[config.mk]
export PLATFORM = sky130hd
export DESIGN_NAME = cop_snoop
export DESIGN_NICKNAME = d
export VERILOG_FILES = /design/src/rtl/cop_snoop_pkg.sv /design/src/rtl/cop_snoop_decode.sv /design/src/rtl/cop_snoop_regs.sv /design/src/rtl/cop_snoop_exec.sv /design/src/rtl/cop_snoop.sv
export SDC_FILE = /design/constraint.sdc
export NUM_CORES = 1
export LEC_CHECK = 0
export ABC_CLOCK_PERIOD_IN_PS = 7100
export CAP_MARGIN = 20
export CORE_ASPECT_RATIO = 0.6
export CORE_MARGIN = 1.5
export CORE_UTILIZATION = 65
export CTS_CLUSTER_SIZE = 30
export DETAILED_ROUTE_END_ITERATION = 10
export DONT_BUFFER_PORTS = 1
export GPL_TIMING_DRIVEN = 0
export HOLD_SLACK_MARGIN = 0.05
export PLACE_DENSITY = 0.83
export SLEW_MARGIN = 20
export SYNTH_ARGS = -nofsm -noshare
export SYNTH_HDL_FRONTEND = slang
export SYNTH_SLANG_ARGS = --single-unit
[constraint.sdc]
create_clock -name clk -period 7.1 [get_ports clk]
set_input_delay 0.71 -clock clk [delete_from_list [all_inputs] [get_ports clk]]
set_output_delay 0.71 -clock clk [all_outputs]
set_load 0.01 [all_outputs]
[src/rtl/cop_snoop_pkg.sv]
package cop_snoop_pkg;
  localparam int WORD_W = 16;
  localparam int OPC_W  = 4;
  localparam int RIDX_W = 2;
  localparam int NREGS  = 1 << RIDX_W;

  typedef enum logic [1:0] {
    SUB_LOAD  = 2'b00,
    SUB_STORE = 2'b01,
    SUB_EXEC  = 2'b10,
    SUB_RSVD  = 2'b11
  } sub_op_e;

  typedef enum logic [1:0] {
    FN_ADD = 2'b00,
    FN_SUB = 2'b01,
    FN_AND = 2'b10,
    FN_XOR = 2'b11
  } alu_fn_e;

  typedef enum logic [1:0] {
    XFER_NONE  = 2'b00,
    XFER_LOAD  = 2'b01,
    XFER_STORE = 2'b10
  } xfer_e;
endpackage

[src/rtl/cop_snoop_decode.sv]
module cop_snoop_decode
  import cop_snoop_pkg::*;
#(
  parameter logic [OPC_W-1:0] COP_OPCODE = 4'hF
) (
  input  logic              bus_valid,
  input  logic              bus_write,
  input  logic              bus_ifetch,
  input  logic [11:0]       word_hi,
  output logic              claim,
  output sub_op_e           sub_op,
  output logic [RIDX_W-1:0] dst_idx,
  output logic [RIDX_W-1:0] src_idx,
  output alu_fn_e           fn
);
  logic [OPC_W-1:0] opc;

  always_comb begin
    opc     = word_hi[11:8];
    sub_op  = sub_op_e'(word_hi[7:6]);
    dst_idx = word_hi[5:4];
    src_idx = word_hi[3:2];
    fn      = alu_fn_e'(word_hi[1:0]);
    claim   = bus_valid && !bus_write && bus_ifetch &&
              (opc == COP_OPCODE) && (sub_op != SUB_RSVD);
  end
endmodule

[src/rtl/cop_snoop_regs.sv]
module cop_snoop_regs
  import cop_snoop_pkg::*;
(
  input  logic              clk,
  input  logic              rst_n,
  input  logic              we,
  input  logic [RIDX_W-1:0] waddr,
  input  logic [WORD_W-1:0] wdata,
  input  logic [RIDX_W-1:0] raddr_a,
  output logic [WORD_W-1:0] rdata_a,
  input  logic [RIDX_W-1:0] raddr_b,
  output logic [WORD_W-1:0] rdata_b,
  input  logic [RIDX_W-1:0] raddr_c,
  output logic [WORD_W-1:0] rdata_c
);
  logic [WORD_W-1:0] file_q [NREGS];

  for (genvar g = 0; g < NREGS; g++) begin : g_reg
    always_ff @(posedge clk) begin
      if (!rst_n)
        file_q[g] <= '0;
      else if (we && (waddr == RIDX_W'(g)))
        file_q[g] <= wdata;
    end
  end

  assign rdata_a = file_q[raddr_a];
  assign rdata_b = file_q[raddr_b];
  assign rdata_c = file_q[raddr_c];
endmodule

[src/rtl/cop_snoop_exec.sv]
module cop_snoop_exec
  import cop_snoop_pkg::*;
#(
  parameter int EXEC_CYCLES = 8
) (
  input  logic              clk,
  input  logic              rst_n,
  input  logic              start,
  input  alu_fn_e           fn,
  input  logic [RIDX_W-1:0] dst_idx,
  input  logic [WORD_W-1:0] opa,
  input  logic [WORD_W-1:0] opb,
  output logic              busy,
  output logic              done_we,
  output logic [RIDX_W-1:0] done_idx,
  output logic [WORD_W-1:0] done_data
);
  localparam int CNT_W = $clog2(EXEC_CYCLES + 1);

  logic [CNT_W-1:0]  cnt_q;
  alu_fn_e           fn_q;
  logic [RIDX_W-1:0] dst_q;
  logic [WORD_W-1:0] a_q, b_q;

  always_ff @(posedge clk) begin
    if (!rst_n) begin
      cnt_q <= '0;
      fn_q  <= FN_ADD;
      dst_q <= '0;
      a_q   <= '0;
      b_q   <= '0;
    end else if (start) begin
      cnt_q <= CNT_W'(EXEC_CYCLES);
      fn_q  <= fn;
      dst_q <= dst_idx;
      a_q   <= opa;
      b_q   <= opb;
    end else if (cnt_q != '0) begin
      cnt_q <= cnt_q - 1'b1;
    end
  end

  always_comb begin
    unique case (fn_q)
      FN_ADD:  done_data = a_q + b_q;
      FN_SUB:  done_data = a_q - b_q;
      FN_AND:  done_data = a_q & b_q;
      default: done_data = a_q ^ b_q;
    endcase
  end

  assign busy     = (cnt_q != '0);
  assign done_we  = (cnt_q == CNT_W'(1));
  assign done_idx = dst_q;
endmodule

[src/rtl/cop_snoop.sv]
module cop_snoop
  import cop_snoop_pkg::*;
#(
  parameter logic [3:0] COP_OPCODE  = 4'hF,
  parameter int         EXEC_CYCLES = 8
) (
  input  logic        clk,
  input  logic        rst_n,
  input  logic        bus_valid,
  input  logic        bus_write,
  input  logic        bus_ifetch,
  input  logic [15:0] bus_rdata,
  output logic        cop_ack,
  output logic        cop_stall,
  output logic        cop_busy,
  output logic        cop_wdata_en,
  output logic [15:0] cop_wdata
);
  logic              claim, accept, ld_we;
  sub_op_e           sub_op;
  alu_fn_e           fn;
  logic [RIDX_W-1:0] dst_idx, src_idx, xfer_idx_q;
  xfer_e             xfer_q;
  logic [WORD_W-1:0] rd_dst, rd_src, rd_xfer;
  logic              ex_busy, ex_we;
  logic [RIDX_W-1:0] ex_idx;
  logic [WORD_W-1:0] ex_data;
  logic              rf_we;
  logic [RIDX_W-1:0] rf_waddr;
  logic [WORD_W-1:0] rf_wdata;

  cop_snoop_decode #(.COP_OPCODE(COP_OPCODE)) u_dec (
    .bus_valid (bus_valid),
    .bus_write (bus_write),
    .bus_ifetch(bus_ifetch),
    .word_hi   (bus_rdata[15:4]),
    .claim     (claim),
    .sub_op    (sub_op),
    .dst_idx   (dst_idx),
    .src_idx   (src_idx),
    .fn        (fn)
  );

  assign accept = claim && !ex_busy;

  always_ff @(posedge clk) begin
    if (!rst_n) begin
      xfer_q     <= XFER_NONE;
      xfer_idx_q <= '0;
    end else if (accept) begin
      unique case (sub_op)
        SUB_LOAD:  begin xfer_q <= XFER_LOAD;  xfer_idx_q <= dst_idx; end
        SUB_STORE: begin xfer_q <= XFER_STORE; xfer_idx_q <= src_idx; end
        default:   xfer_q <= XFER_NONE;
      endcase
    end else if (bus_valid) begin
      xfer_q <= XFER_NONE;
    end
  end

  assign ld_we = (xfer_q == XFER_LOAD) && bus_valid && !bus_write && !bus_ifetch;

  always_comb begin
    rf_we    = ex_we || ld_we;
    rf_waddr = ex_we ? ex_idx  : xfer_idx_q;
    rf_wdata = ex_we ? ex_data : bus_rdata;
  end

  cop_snoop_regs u_regs (
    .clk    (clk),
    .rst_n  (rst_n),
    .we     (rf_we),
    .waddr  (rf_waddr),
    .wdata  (rf_wdata),
    .raddr_a(dst_idx),
    .rdata_a(rd_dst),
    .raddr_b(src_idx),
    .rdata_b(rd_src),
    .raddr_c(xfer_idx_q),
    .rdata_c(rd_xfer)
  );

  cop_snoop_exec #(.EXEC_CYCLES(EXEC_CYCLES)) u_exec (
    .clk      (clk),
    .rst_n    (rst_n),
    .start    (accept && (sub_op == SUB_EXEC)),
    .fn       (fn),
    .dst_idx  (dst_idx),
    .opa      (rd_dst),
    .opb      (rd_src),
    .busy     (ex_busy),
    .done_we  (ex_we),
    .done_idx (ex_idx),
    .done_data(ex_data)
  );

  always_comb begin
    cop_ack      = claim;
    cop_stall    = claim && ex_busy;
    cop_busy     = ex_busy;
    cop_wdata_en = (xfer_q == XFER_STORE) && bus_valid && bus_write;
    cop_wdata    = cop_wdata_en ? rd_xfer : '0;
  end
endmodule

### Word-level counts from Yosys, hierarchy flattened

Memories as Yosys holds them, arrays and structs flattened. A register that Yosys moved wholly into a read port is not among the register bits.
Cells that the tools add are included.

* memories: 1
* output and inout port bits: 20
* word-level logic and storage cells: 89
* RAM bits: 64
* register bits after elaboration: 12
* input port bits: 21

Memory list
* u_regs.file_q: words 4, bits a word 16, rd ports 3, clocked after memory_dff 3, write ports 4, line cop_snoop_regs.sv:16 `logic [WORD_W-1:0] file_q [NREGS];`

* reductions and logical operators: 31
* add/sub/neg operators: 3
* bitwise gates (word level): 7
* equal/unequal tests: 12
* muxes and demuxes: 29

Operators by type and width (number)
* 16-bit two-way mux: 6
* 16-bit one-hot mux with 3 select lines: 1
* 16-bit adder: 1
* 16-bit AND: 1
* 1-bit logical AND: 16
* 16-bit subtractor: 1
* 16-bit bitwise XOR: 1
* 1-bit two-way mux: 13
* 2-bit equality test, second input constant: 5
* 2-bit two-way mux: 5
* 2-bit by 1-bit equality test with 1-bit output, second input constant: 4
* 4-bit two-way mux: 2
* 2-bit one-hot mux with 2 select lines: 2
* 2-bit zero test: 3
* 2-bit nonzero test: 3
* 1-bit zero test: 5
* 4-bit by 1-bit equality test with 1-bit output, second input constant: 1
* 4-bit equality test, second input constant: 1
* 1-bit OR: 4
* 4-bit nonzero test: 1
* 4-bit by 1-bit subtractor with 4-bit output, second input constant: 1
* 2-bit inequality test, second input constant: 1
* 2-bit AND reduction: 1
* 2-bit OR reduction: 1
* 2 further kinds: 2

### Longest topological paths before layout

* depth after elaboration: 10
* gate-level depth with buffers: 14
* depth with buffers taken out: 12

### Modules after synthesis

From an unflattened synthesis, not the netlist that was laid out.

* cells, all modules: 640
* area total of the unflattened synthesis: 7629.8 µm²

Modules (own cells, without submodules)
* cop_snoop_regs: seq. area each 1921.8 µm², area an instance 3692.3 µm², instances 1, cells each 203
* cop_snoop_exec: seq. area each 800.8 µm², area an instance 3279.4 µm², instances 1, cells each 365
* cop_snoop: seq. area each 80.1 µm², area an instance 571.8 µm², instances 1, cells each 61
* cop_snoop_decode: seq. area each 0.0 µm², area an instance 86.3 µm², instances 1, cells each 11

### Least setup slack after synthesis

No wires, ideal clock.

* path kind: reg2reg
* start point: register u_exec.b_q[2] (read register of u_regs.file_q)
* end point: memory u_regs.file_q[0][12] (data pin)
* setup slack: 3991 ps
* stages on the path, launching flop included: 12
* period minus slack after synthesis: 3109 ps
* data arrival time: 2848 ps
* required time: 6839 ps
* setup time: 261 ps
* buffers on the path: 1
* cell sequence: dfxtp_1 nor4_4 nand4_4 o21ai_0 xor2_1 ha_1 clkbuf_1 a21o_1 nand2b_1 or4b_1 a41oi_2 nor2_1

RTL lines
* start, declared: line cop_snoop_exec.sv:23 `logic [WORD_W-1:0] a_q, b_q;`
* end, declared: line cop_snoop_regs.sv:16

==> impl_metrics.json <==
{
  "period_needed_ps": 4100,
  "rows": 30,
  "hold_class": "in -> reg",
  "groute.usage.overall_pct": 38.9,
  "placed_cells": 896,
  "clk_pin_slew_ps": 70,
  "grt.overflow.total": 0,
  "synth_cell_types": 73,
  "dr.pass1.iters": 6,
  "cts_hold_buf": 0,
  "finalSetupViolCount": 0,
  "drc": 0,
  "nets": 804,
  "die_h_microns": 86.3,
  "cts.sinks": 110,
  "tns_ps": 0,
  "worst_pin_slew_ps": 881,
  "clock_path_buffers": 2,
  "antenna_found_initial": 0,
  "root_buffer": "clkbuf_16",
  "slew_violations": 0,
  "ctsResizeCount": 0,
  "wirelength_mm": 22.8,
  "drive_gt1_share_pct": 14.1,
  "seq_area_frac_synth_pct": 37.8,
  "fin_cells": 912,
  "yosys_most_used_dff": "edfxtp_1",
  "rsz0062_at_grt": "false",
  "status": "finished, final reports clean",
  "finalHoldViolations": 0,
  "coreArea_sq_um": 11300,
  "netlist_instances": 732,
  "diodes": 0,
  "dpl.hpwl_mm": 17.4,
  "placed_cell_area_sq_um": 7790,
  "ys_seq_elements": 110,
  "grt_pass1_wl_mm": 34.8,
  "fin_worst_skew_ps": 9.17,
  "numPortBuffers": 0,
  "post-route-period-util_pct": 57.8,
  "p_leak_nw": 2.97,
  "grt_pass1_vias": 6191,
  "die-area_sq_um": 12200,
  "netlist_area_sq_um": 7520,
  "ff2ff_setup_slack_ps": 3000,
  "drt_iter0_drc": 1010,
  "ir_drop_mv": 0.136,
  "via_per_inst": 7.15,
  "setup_ws_ps": 3000,
  "worstSetupPathType": "reg -> reg",
  "hold_ws_ps": 493,
  "clock_latency_ps": 360,
  "synth_edf_count": 64,
  "cts_tree": "done",
  "grt_max_degree": 19,
  "start_util_pct": 66.6,
  "max_freq_mhz": 244,
  "ys_warn_count": 0,
  "maxCapViolCount": 0,
  "async_flop_share_pct": 0,
  "area_growth_pct": 7.54,
  "final_core_util_pct": 71.6,
  "worst_setup_path_end_kind": "register",
  "stdcell_area_sq_um": 8090,
  "htreeDepth": 3,
  "detail_route.wl_per_cell_microns": 25.0,
  "numCtsBuffers": 9,
  "chipWidth_microns": 142,
  "worst-path-max-fanout": 10,
  "dp_slack_ps": 3230,
  "relSlewSlack_pct": 41.3,
  "fin_total_pwr_mw": 1.73,
  "cp-start-kind": "register",
  "p_per_area_nw_per_um2": 214,
  "cts_setup_buffers": 0,
  "synthesis.nets": 789,
  "vias": 6524,
  "worstPathArrival_ps": 4190,
  "syn_avg_cell_area_sq_um": 10.3,
  "gp_congestion": 1.00,
  "io_pins": 41,
  "required_ps": 7190,
  "ant_nets": 0
}
## worst max-delay path: stages (launching register included)
cell	delay, ps
dfxtp_1	360
buf_2	260
clkinv_1	360
nand2_1	420
o31ai_1	160
xor2_1	170
ha_1	400
nand4_1	120
a21oi_1	370
nor2_1	150
o31ai_1	510
mux2i_2	410
a21oi_1	140
## layout by cell type (no fill, tap or decap), drive strengths merged, types with 8 or more instances in the layout
| cell type | count |
|---|---|
| ha | 35 |
| a21boi | 39 |
| a21oi | 30 |
| mux4 | 48 |
| nand2 | 101 |
| inv | 20 |
| o211ai | 10 |
| xnor2 | 12 |
| nand2b | 9 |
| nor2 | 63 |
| buf | 25 |
| dfxtp | 46 |
| o21ai | 21 |
| nor3 | 25 |
| mux2i | 13 |
| nand3 | 10 |
| nor2b | 24 |
| and2 | 8 |
| edfxtp | 64 |
| clkbuf | 36 |
| a211oi | 13 |
| a21o | 9 |
## synthesized netlist by cell type, types with 20 or more instances
| cell type | number | area share [%] |
|---|---|---|
| a21boi_0 | 35 | 3.5 |
| a21oi_1 | 30 | 2.0 |
| clkbuf_1 | 25 | 1.2 |
| dfxtp_1 | 46 | 12 |
| edfxtp_1 | 64 | 26 |
| ha_1 | 35 | 5.8 |
| mux4_2 | 48 | 14 |
| nand2_1 | 101 | 5.0 |
| nor2_1 | 62 | 3.1 |
| nor2b_1 | 24 | 2.0 |
| nor3_1 | 25 | 1.7 |
| o21ai_0 | 20 | 1.3 |
## path summary, 6_finish.rpt
| path | startpoint | depth (start not counted) | end |
|---|---|---|---|
| max | u_exec.fn_q[1]$_SDFFE_PN0P_ | 12 | u_regs.file_q[0][15]$_SDFFCE_PN0P_ |
| min | bus_rdata[4] | 2 | u_exec.fn_q[0]$_SDFFE_PN0P_ |
| max reg2reg | u_exec.fn_q[1]$_SDFFE_PN0P_ | 12 | u_regs.file_q[0][15]$_SDFFCE_PN0P_ |
| min reg2reg | u_exec.a_q[8]$_SDFFE_PN0P_ | 2 | u_exec.a_q[8]$_SDFFE_PN0P_ |
## state kept, by name, summed over array words and instances (netlist names), named ones only
name	flops
u_regs.file_q	64
u_exec.a_q	16
u_exec.b_q	16
u_exec.cnt_q	4
u_exec.done_idx	2
u_exec.fn_q	2
xfer_idx_q	2
xfer_q	2
## layer usage
layer | part of all wire, % | global-route usage, %
met4 | 4.1 | 16.7
met1 | 40 | 54.3
met3 | 14 | 12.4
met5 | 0 | 0
met2 | 42 | 56.5
## power breakdown
group	internal, mW	switching [mW]
logic	0.168	0.276
registers	0.727	0.0394
clock network	0.278	0.242
## area by class of cell
type | count | area (sq um)
repair buffers | 4 | 52.6
multi-input cells | 558 | 4420
clock buffers | 11 | 254
plain buffers | 46 | 203
well taps | 160 | 200
flip-flops and latches | 110 | 2840
inverters | 18 | 67.6
clock inverters | 5 | 45.0
fillers | 793 | 3210
## logic make-up after synthesis
logic type               after synthesis  share of synthesized area [%]
AND/OR/NAND/NOR                      266                           17.0
AO/OA/AOI/OAI                        173                           16.7
flip-flops                           110                           37.8
multiplexers                          65                           16.8
buffers and inverters                 64                           3.59
adder cells (fa/ha/maj)               36                           6.09
XOR/XNOR                              18                           2.10
(Power assumes the default switching activity.)
